### src/rtl/irq_in_pkg.sv
package irq_in_pkg;
  localparam int unsigned ADDR_W = 3;
  localparam int unsigned DATA_W = 16;

  typedef enum logic [ADDR_W-1:0] {
    A_DATA0    = 3'd0,
    A_DATA1    = 3'd1,
    A_DATA2    = 3'd2,
    A_ENABLE   = 3'd3,
    A_EDGE_SEL = 3'd4,
    A_PENDING  = 3'd5,
    A_VECTOR   = 3'd6
  } reg_addr_e;
endpackage

### src/rtl/irq_in_sync.sv
module irq_in_sync #(
  parameter int unsigned NUM_CH  = 40,
  parameter int unsigned NUM_IRQ = 12
) (
  input  logic               clk_i,
  input  logic               rst_ni,
  input  logic [NUM_CH-1:0]  din_i,
  output logic [NUM_CH-1:0]  sync_o,
  output logic [NUM_IRQ-1:0] prev_o
);
  logic [NUM_CH-1:0] meta_q, sync_q;
  logic [NUM_IRQ-1:0] prev_q;

  for (genvar g = 0; g < NUM_CH; g++) begin : g_ch
    always_ff @(posedge clk_i or negedge rst_ni) begin
      if (!rst_ni) begin
        meta_q[g] <= 1'b0;
        sync_q[g] <= 1'b0;
      end else begin
        meta_q[g] <= din_i[g];
        sync_q[g] <= meta_q[g];
      end
    end
    // only interrupt-capable channels need a delayed copy
    if (g < NUM_IRQ) begin : g_prev
      always_ff @(posedge clk_i or negedge rst_ni) begin
        if (!rst_ni) prev_q[g] <= 1'b0;
        else         prev_q[g] <= sync_q[g];
      end
    end
  end

  assign sync_o = sync_q;
  assign prev_o = prev_q;
endmodule

### src/rtl/irq_edge_pend.sv
module irq_edge_pend #(
  parameter int unsigned NUM_IRQ = 12
) (
  input  logic               clk_i,
  input  logic               rst_ni,
  input  logic [NUM_IRQ-1:0] cur_i,
  input  logic [NUM_IRQ-1:0] prev_i,
  input  logic [NUM_IRQ-1:0] enable_i,
  input  logic [NUM_IRQ-1:0] edge_sel_i,
  input  logic               release_i,
  output logic [NUM_IRQ-1:0] set_o,
  output logic [NUM_IRQ-1:0] pending_o,
  output logic               irq_o
);
  logic [NUM_IRQ-1:0] pending_q, rise, fall;

  assign rise  = cur_i & ~prev_i;
  assign fall  = ~cur_i & prev_i;
  assign set_o = enable_i & ((edge_sel_i & rise) | (~edge_sel_i & fall));

  // new edges win over a release in the same cycle
  always_ff @(posedge clk_i or negedge rst_ni) begin
    if (!rst_ni) pending_q <= '0;
    else         pending_q <= (release_i ? '0 : pending_q) | set_o;
  end

  assign pending_o = pending_q;
  assign irq_o     = |(pending_q & enable_i);
endmodule

### src/rtl/irq_host_regs.sv
module irq_host_regs
  import irq_in_pkg::*;
#(
  parameter int unsigned NUM_CH  = 40,
  parameter int unsigned NUM_IRQ = 12
) (
  input  logic               clk_i,
  input  logic               rst_ni,
  input  logic               req_i,
  input  logic               we_i,
  input  logic [ADDR_W-1:0]  addr_i,
  input  logic [DATA_W-1:0]  wdata_i,
  input  logic               iack_i,
  input  logic [NUM_CH-1:0]  din_sync_i,
  input  logic [NUM_IRQ-1:0] pending_i,
  output logic [DATA_W-1:0]  rdata_o,
  output logic               ack_o,
  output logic [NUM_IRQ-1:0] enable_o,
  output logic [NUM_IRQ-1:0] edge_sel_o,
  output logic [7:0]         vector_o,
  output logic               release_o
);
  localparam int unsigned NW   = (NUM_CH + DATA_W - 1) / DATA_W;
  localparam int unsigned PADW = NW * DATA_W;

  logic [PADW-1:0]    din_pad;
  logic [NUM_IRQ-1:0] enable_q, edge_sel_q;
  logic [7:0]         vector_q;
  logic [DATA_W-1:0]  rdata_d, rdata_q;
  logic               ack_q;
  logic [DATA_W-1:0]  en_word, sel_word, pend_word;
  logic               unused_wdata;

  assign unused_wdata = ^wdata_i;

  always_comb begin
    din_pad = '0;
    din_pad[NUM_CH-1:0] = din_sync_i;
    en_word = '0;
    en_word[NUM_IRQ-1:0] = enable_q;
    sel_word = '0;
    sel_word[NUM_IRQ-1:0] = edge_sel_q;
    pend_word = '0;
    pend_word[NUM_IRQ-1:0] = pending_i;
  end

  always_comb begin
    rdata_d = '0;
    if (iack_i) begin
      rdata_d = {8'h00, vector_q};
    end else if (32'(addr_i) < NW) begin
      rdata_d = din_pad[32'(addr_i)*DATA_W +: DATA_W];
    end else begin
      case (addr_i)
        A_ENABLE:   rdata_d = en_word;
        A_EDGE_SEL: rdata_d = sel_word;
        A_PENDING:  rdata_d = pend_word;
        A_VECTOR:   rdata_d = {8'h00, vector_q};
        default:    rdata_d = '0;
      endcase
    end
  end

  always_ff @(posedge clk_i or negedge rst_ni) begin
    if (!rst_ni) begin
      enable_q   <= '0;
      edge_sel_q <= '0;
      vector_q   <= '0;
      rdata_q    <= '0;
      ack_q      <= 1'b0;
    end else begin
      ack_q <= req_i | iack_i;
      if (req_i | iack_i) rdata_q <= rdata_d;
      if (req_i && we_i) begin
        case (addr_i)
          A_ENABLE:   enable_q   <= wdata_i[NUM_IRQ-1:0];
          A_EDGE_SEL: edge_sel_q <= wdata_i[NUM_IRQ-1:0];
          A_VECTOR:   vector_q   <= wdata_i[7:0];
          default:    ;
        endcase
      end
    end
  end

  assign release_o  = req_i && (addr_i == A_PENDING);
  assign rdata_o    = rdata_q;
  assign ack_o      = ack_q;
  assign enable_o   = enable_q;
  assign edge_sel_o = edge_sel_q;
  assign vector_o   = vector_q;
endmodule

### src/rtl/irq_input_ctrl.sv
module irq_input_ctrl
  import irq_in_pkg::*;
#(
  parameter int unsigned NUM_CH  = 40,
  parameter int unsigned NUM_IRQ = 12
) (
  input  logic              clk_i,
  input  logic              rst_ni,
  input  logic [NUM_CH-1:0] din_i,
  input  logic              reg_req_i,
  input  logic              reg_we_i,
  input  logic [ADDR_W-1:0] reg_addr_i,
  input  logic [DATA_W-1:0] reg_wdata_i,
  input  logic              iack_i,
  output logic [DATA_W-1:0] reg_rdata_o,
  output logic              reg_ack_o,
  output logic              irq_o
);
  logic [NUM_CH-1:0]  din_sync;
  logic [NUM_IRQ-1:0] din_prev, enable, edge_sel, pending, set;
  logic [7:0]         vector;
  logic               release_pend;

  irq_in_sync #(.NUM_CH(NUM_CH), .NUM_IRQ(NUM_IRQ)) u_sync (
    .clk_i  (clk_i),
    .rst_ni (rst_ni),
    .din_i  (din_i),
    .sync_o (din_sync),
    .prev_o (din_prev)
  );

  irq_edge_pend #(.NUM_IRQ(NUM_IRQ)) u_pend (
    .clk_i      (clk_i),
    .rst_ni     (rst_ni),
    .cur_i      (din_sync[NUM_IRQ-1:0]),
    .prev_i     (din_prev),
    .enable_i   (enable),
    .edge_sel_i (edge_sel),
    .release_i  (release_pend),
    .set_o      (set),
    .pending_o  (pending),
    .irq_o      (irq_o)
  );

  irq_host_regs #(.NUM_CH(NUM_CH), .NUM_IRQ(NUM_IRQ)) u_regs (
    .clk_i      (clk_i),
    .rst_ni     (rst_ni),
    .req_i      (reg_req_i),
    .we_i       (reg_we_i),
    .addr_i     (reg_addr_i),
    .wdata_i    (reg_wdata_i),
    .iack_i     (iack_i),
    .din_sync_i (din_sync),
    .pending_i  (pending),
    .rdata_o    (reg_rdata_o),
    .ack_o      (reg_ack_o),
    .enable_o   (enable),
    .edge_sel_o (edge_sel),
    .vector_o   (vector),
    .release_o  (release_pend)
  );
endmodule

### config.mk
export PLATFORM = sky130hd
export DESIGN_NAME = irq_input_ctrl
export DESIGN_NICKNAME = d
export VERILOG_FILES = /design/src/rtl/irq_in_pkg.sv /design/src/rtl/irq_in_sync.sv /design/src/rtl/irq_edge_pend.sv /design/src/rtl/irq_host_regs.sv /design/src/rtl/irq_input_ctrl.sv
export SDC_FILE = /design/constraint.sdc
export NUM_CORES = 1
export LEC_CHECK = 0
export BUFFER_PORTS_ARGS = -buffer_cell sky130_fd_sc_hd__buf_2
export CAP_MARGIN = 25
export CORE_MARGIN = 1
export CORE_UTILIZATION = 45
export CTS_CLUSTER_SIZE = 25
export DETAILED_ROUTE_END_ITERATION = 6
export HOLD_SLACK_MARGIN = 0.08
export PLACE_DENSITY_LB_ADDON = 0.05
export SETUP_SLACK_MARGIN = 0.5
export SLEW_MARGIN = 20
export SYNTH_ARGS = -nofsm -noshare
export SYNTH_HDL_FRONTEND = slang
export SYNTH_HIERARCHICAL = 1
export SYNTH_SLANG_ARGS = --single-unit
### constraint.sdc
create_clock -name clk_i -period 3.1 [get_ports clk_i]
set_input_delay 0.31 -clock clk_i [delete_from_list [all_inputs] [get_ports clk_i]]
set_output_delay 0.31 -clock clk_i [all_outputs]
set_load 0.005 [all_outputs]
* After elaboration in Yosys (flattened, before gate mapping)
Cells that the tools add are included.
** Storage, ports and cells
- Input port bits :: 64
- Word-level logic and storage cells :: 126
- Bits in registers :: 153
- Output and inout port bits :: 18
** Cells by class
- Magnitude comparators :: 1
- Multiplexer cells :: 4
- Bitwise logic cells :: 12
- Equality and inequality tests :: 4
- Reduce and logical (&&, ||, !) cells :: 6
- Shifts and indexed selects :: 1
** Operators with widths (number)
- $and A12 B12 Y12 :: 6
- $pmux W12 S4 :: 1
- $shiftx A48 B8 Y16 :: 1
- $not A12 Y12 :: 3
- $mux W16 :: 2
- $or A12 B12 Y12 :: 2
- $mux W12 :: 1
- $reduce_or A12 Y1 :: 1
- $eq A3 B3 Y1 const B :: 3
- $reduce_and A2 Y1 :: 3
- $eq A3 B2 Y1 const B :: 1
- $lt A3 B2 Y1 const B :: 1
- $logic_and A1 B1 Y1 :: 2
- $or A1 B1 Y1 :: 1

* Logic depth before layout (Yosys ltp)
- Word-level depth :: 6
- Gate-level depth with buffers :: 7
- Depth with buffers taken out :: 4

* By module
The synthesis kept the hierarchy.
** By module, submodules not included
- irq_host_regs :: cells an instance 203, times used 1, seq. area each 1226.2 sq um, area an instance 2553.7 sq um
- irq_in_sync :: cells an instance 92, times used 1, seq. area each 2302.2 sq um, area an instance 2302.2 sq um
- irq_edge_pend :: cells an instance 80, times used 1, seq. area each 300.3 sq um, area an instance 744.5 sq um

* Worst setup path before layout
OpenSTA, ideal clock, no wires.
- Path kind :: input to register
- From :: input port reg_addr_i[0]
- To :: register u_pend.pending_q[1], in the netlist u_pend/pending_o[1]
- Buffers on the path :: 4
- Setup slack :: 1592 ps
- Data required time :: 2979 ps
- Arrival :: 1387 ps
- Stages :: 7
- Library setup time :: 121 ps
- Cells stage by stage :: buf_6 -> buf_4 -> buf_6 -> nor3b_1 -> inv_1 -> clkbuf_1 -> a22o_1
** Between the ends
- Longest elaborated chain between the ends :: 4
** Ends and longest elaborated chain
- from (decl) :: RTL line irq_input_ctrl.sv:12 : input logic [ADDR_W-1:0] reg_addr_i,
- $eq A3 B3 Y1 :: RTL line irq_host_regs.sv:85 : assign release_o = req_i && (addr_i == A_PENDING);
- $logic_and A1 B1 Y1 :: RTL line irq_host_regs.sv:85
- named net release_pend :: RTL line irq_input_ctrl.sv:22 : logic release_pend;
- $mux W12 :: RTL line irq_edge_pend.sv:24 : else pending_q <= (release_i ? '0 : pending_q) | set_o;
- $or A12 B12 Y12 :: RTL line irq_edge_pend.sv:24
- to (signal assigned) :: RTL line irq_edge_pend.sv:24
- to (decl) :: RTL line irq_edge_pend.sv:15 : logic [NUM_IRQ-1:0] pending_q, rise, fall;
The timed path passes the listed nets, and every way through them passes these cells.
A chain may end at the register's enable or synchronous reset.

* Final worst setup path
- From :: register u_pend.pending_q[8], in the netlist u_pend/pending_o[8]
- To :: output port irq_o
** Between the ends
- Longest elaborated chain between the ends :: 2
** Ends and longest elaborated chain
- $and A12 B12 Y12 :: RTL line irq_edge_pend.sv:28 : assign irq_o = |(pending_q & enable_i);
- $reduce_or A12 Y1 :: RTL line irq_edge_pend.sv:28
- to (decl) :: RTL line irq_input_ctrl.sv:17 : output logic irq_o
Every way passes these cells.

==> results by stage <==
CTS:
- The tree is rooted in a sky130_fd_sc_hd__clkbuf_16.
- The clock drives 153 sinks.
- The post-cts resize count is 0.
- TritonCTS created 17 clock buffers.
- The maximum root-to-sink buffer count is 2.
- In this run the number of H-tree levels came out at 4.
- In this run, post-CTS hold repair placed 41 buffers.
- The TritonCTS clock tree is yes.
- The clock-pin slew reported for the worst setup and hold paths after clock tree synthesis is 0.06 ns.
- After clock tree synthesis, the setup repair step added 0 buffers.
- The latest clock arrival within the worst-skew pair is 0.42 ns.

Placement:
- The count of placed standard cells including taps is 578.
- Input and output buffers added on the ports amount to 77.
- Routability-driven placement finished with a final weighted congestion of 0.728.
- The final HPWL from detailed placement is 6870 um.

Detailed routing:
- The routed via count is 3,383.
- After detailed routing, the total wire length is 11,100 um.
- The number of design rule violations left after detail routing is 1.
- Dividing the detail-routed via count by the number of cells gives 5.20.
- The number of iterations in the first detailed-routing pass is 6.
- The detail route stage leaves a number of antenna-violating nets equal to 0.
- After detailed routing, the average wire length per cell comes to 17.0 um.
- After the first detailed-routing iteration, the DRC count stood at 223.

Floorplan:
- After floorplanning, the core was sized to cover 12,000 um^2.
- The die covers 12,700 um^2.
- The floorplan die height is 113 um.
- For this configuration, the core starts out at a cell density of 46.1%.
- Pin placement for this block handled 82 I/O pins.
- The floorplan has 40 rows.
- The overall die width is 113 um.

Timing:
- The actual transition at the worst max-transition pin is 0.735 ns.
- The shortest period the worst path allows is 1.97 ns.
- Setup repair after global routing left no endpoint under its margin.
- The final count of pins violating max slew is 0.
- After routing, the total negative slack on setup checks comes to 0 ns.
- The final critical path takes up 63.4% of the cycle.
- Setup violations remaining at the end of the flow were counted as 0.
- For the final database, setup skew stands at 0.00712 ns.
- The highest attainable clock frequency is 509 MHz.
- The final number of hold-violating endpoints is 0.
- The worst relative slew slack is 51.0%.

Pwr:
- The total power density per cell area is 700 nW/um^2.
- The reported leakage power is 3.21 nW.
- VDD sags by at most 0.462 mV.

Finish:
- At the end of the flow, the number of nets in the layout was 555.
- The number of fill cells is 979.
- The area growth from synthesis to layout is 26.8%.
- The footprint of the flip-flops and latches is 3830 um^2.
- The post-route netlist has 31.8% of its cells at a drive strength greater than 1.
- The number of antenna cells inserted is 0.
- The count of non-filler cells in the finished layout is 650.
- The multi-input combinational cells in the finished layout cover a total of 1580 um^2.

Status:
- The run finished, with violations left.
- The final reports fail on DRC.

GRT:
- The initial antenna violation count is 0.
- The number of global-route vias before repair came to 3,487.
- The overall global routing resource usage is 19.4%.
- The maximum number of pins on one net before global-route repair is 82.
- The first global-routing pass estimated 18,200 um of wire.
- For this run the aggregate overflow at the end of global routing stands at 0.

Setup path:
- The critical-path cell with the highest stage delay is sky130_fd_sc_hd__dfrtp_1.
- The kind of capture point of the worst setup path is a primary output.
- The maximum fanout along the worst path is 3.
- Data arrives at the worst endpoint at 1.66 ns.
- Walking the worst path, the cells encountered are a22o_1, a221oi_1, nand3_1, buf_2.
- The critical path in this run is classified as register to primary output.
- At the worst endpoint, the required time is 2.79 ns.
- The startpoint type of the worst setup path is a register.
- The largest stage delay on the critical path is 0.40 ns.

Run:
- The tool flagged a number of max-cap violations equal to 0.

Synth:
- The number of nets produced by synthesis is 428.
- Synthesis produced a netlist whose cell count is 364.
- Averaged over all synthesized cells, the footprint is 15.2 um^2.
- The total of warnings raised by yosys is 6.
- The netlist area before placement is 5530 um^2.

Min path:
- The type of the most critical hold path is primary input to register.
==> where the power goes <==
part | leakage, nW | internal, mW | switching, mW
Sequential | 1.82 | 2.25 | 0.190
Combinational | 1.13 | 0.359 | 0.239
Clock | 0.261 | 1.11 | 0.767
==> metrics by stage <==
stage / power, mW / worst slack, ns / cell area, um^2 / hold slack (ns) / utilization (%)
final: 4.91 / 1.13 / 7010 / 0.150 / 58.4
after global routing: 5.16 / 1.03 / 7010 / 0.137 / 58.4
after CTS: 4.98 / 1.10 / 7010 / 0.129 / 58.4
after detailed placement: 3.04 / 1.04 / 6050 / 0.335 / 50.4
after global placement: 3.02 / 1.04 / 6050 / 0.332 / 50.4
after floorplan: 2.80 / 1.59 / 5530 / 0.0144 / -
==> placed cells by master, fill, tap and decap left out, drive strengths merged, types with 3 or more instances in the layout <==
cell,count
o21ai,8
buf,82
inv,6
clkbuf,22
a222oi,6
nand3,6
dfrtp,153
mux2,38
mux4,6
nor3,6
nand2b,15
o31ai,4
a21oi,4
o22ai,13
nand2,28
o2bb2ai,4
mux2i,16
nor2,9
a22o,14
a221oi,5
clkinvlp,4
dlygate4sd3,41
clkinv,3
==> worst paths after layout <==
check                                     start  cells after the start  slack [ns]                   end
setup reg to reg           u_regs/edge_sel_o[7]                      3        1.85     u_regs/rdata_o[7]
hold reg to reg               u_sync/meta_q[19]                      0        0.34     u_sync/sync_o[19]
max in group asynchronous                rst_ni                      3        1.78     u_sync/sync_o[21]
min in group asynchronous                rst_ni                      2        0.51     u_sync/meta_q[25]
hold / removal                   reg_wdata_i[8]                      2        0.15  u_regs/edge_sel_o[8]
setup / recovery            u_pend/pending_o[8]                      4        1.13                 irq_o
==> critical path: cells and delay by family, from the launching register on <==
family | cells | cell delay, ns
AOI/OAI and AO/OA | 2 | 0.56
buffers and inverters | 1 | 0.15
DFF | 1 | 0.40
and+or+nand+nor | 1 | 0.14
==> metal layers <==
layer / part of all wire, % / wire length [um] / vias to the layer above / GRT usage [%]
met5: 0 / 0 / - / 0
met4: 0.99 / 110 / 0 / 7.37
met3: 4.1 / 456 / 8 / 5.30
met2: 49 / 5420 / 85 / 30.9
met1: 46 / 5070 / 1712 / 25.6
li1: - / - / 1578 / -
==> final cells by class <==
type	instances	area share, %
timing repair buffer	123	12.1
clock buffer	22	6.90
tap	147	2.62
sequential	153	54.6
clock inverter	9	0.945
multi-input combinational	192	22.6
inverter	4	0.214
==> state kept, by name, indices dropped and copies added (netlist names), 8 cells and up <==
signal and flops:
u_sync/sync_o 40, u_regs/edge_sel_o 12, u_regs/rdata_o 16, u_pend/pending_o 12, u_sync/prev_o 12, u_sync/meta_q 40
u_regs/enable_o 12, u_regs/vector_o 8
Note: power is estimated with default switching activity, not from simulation.
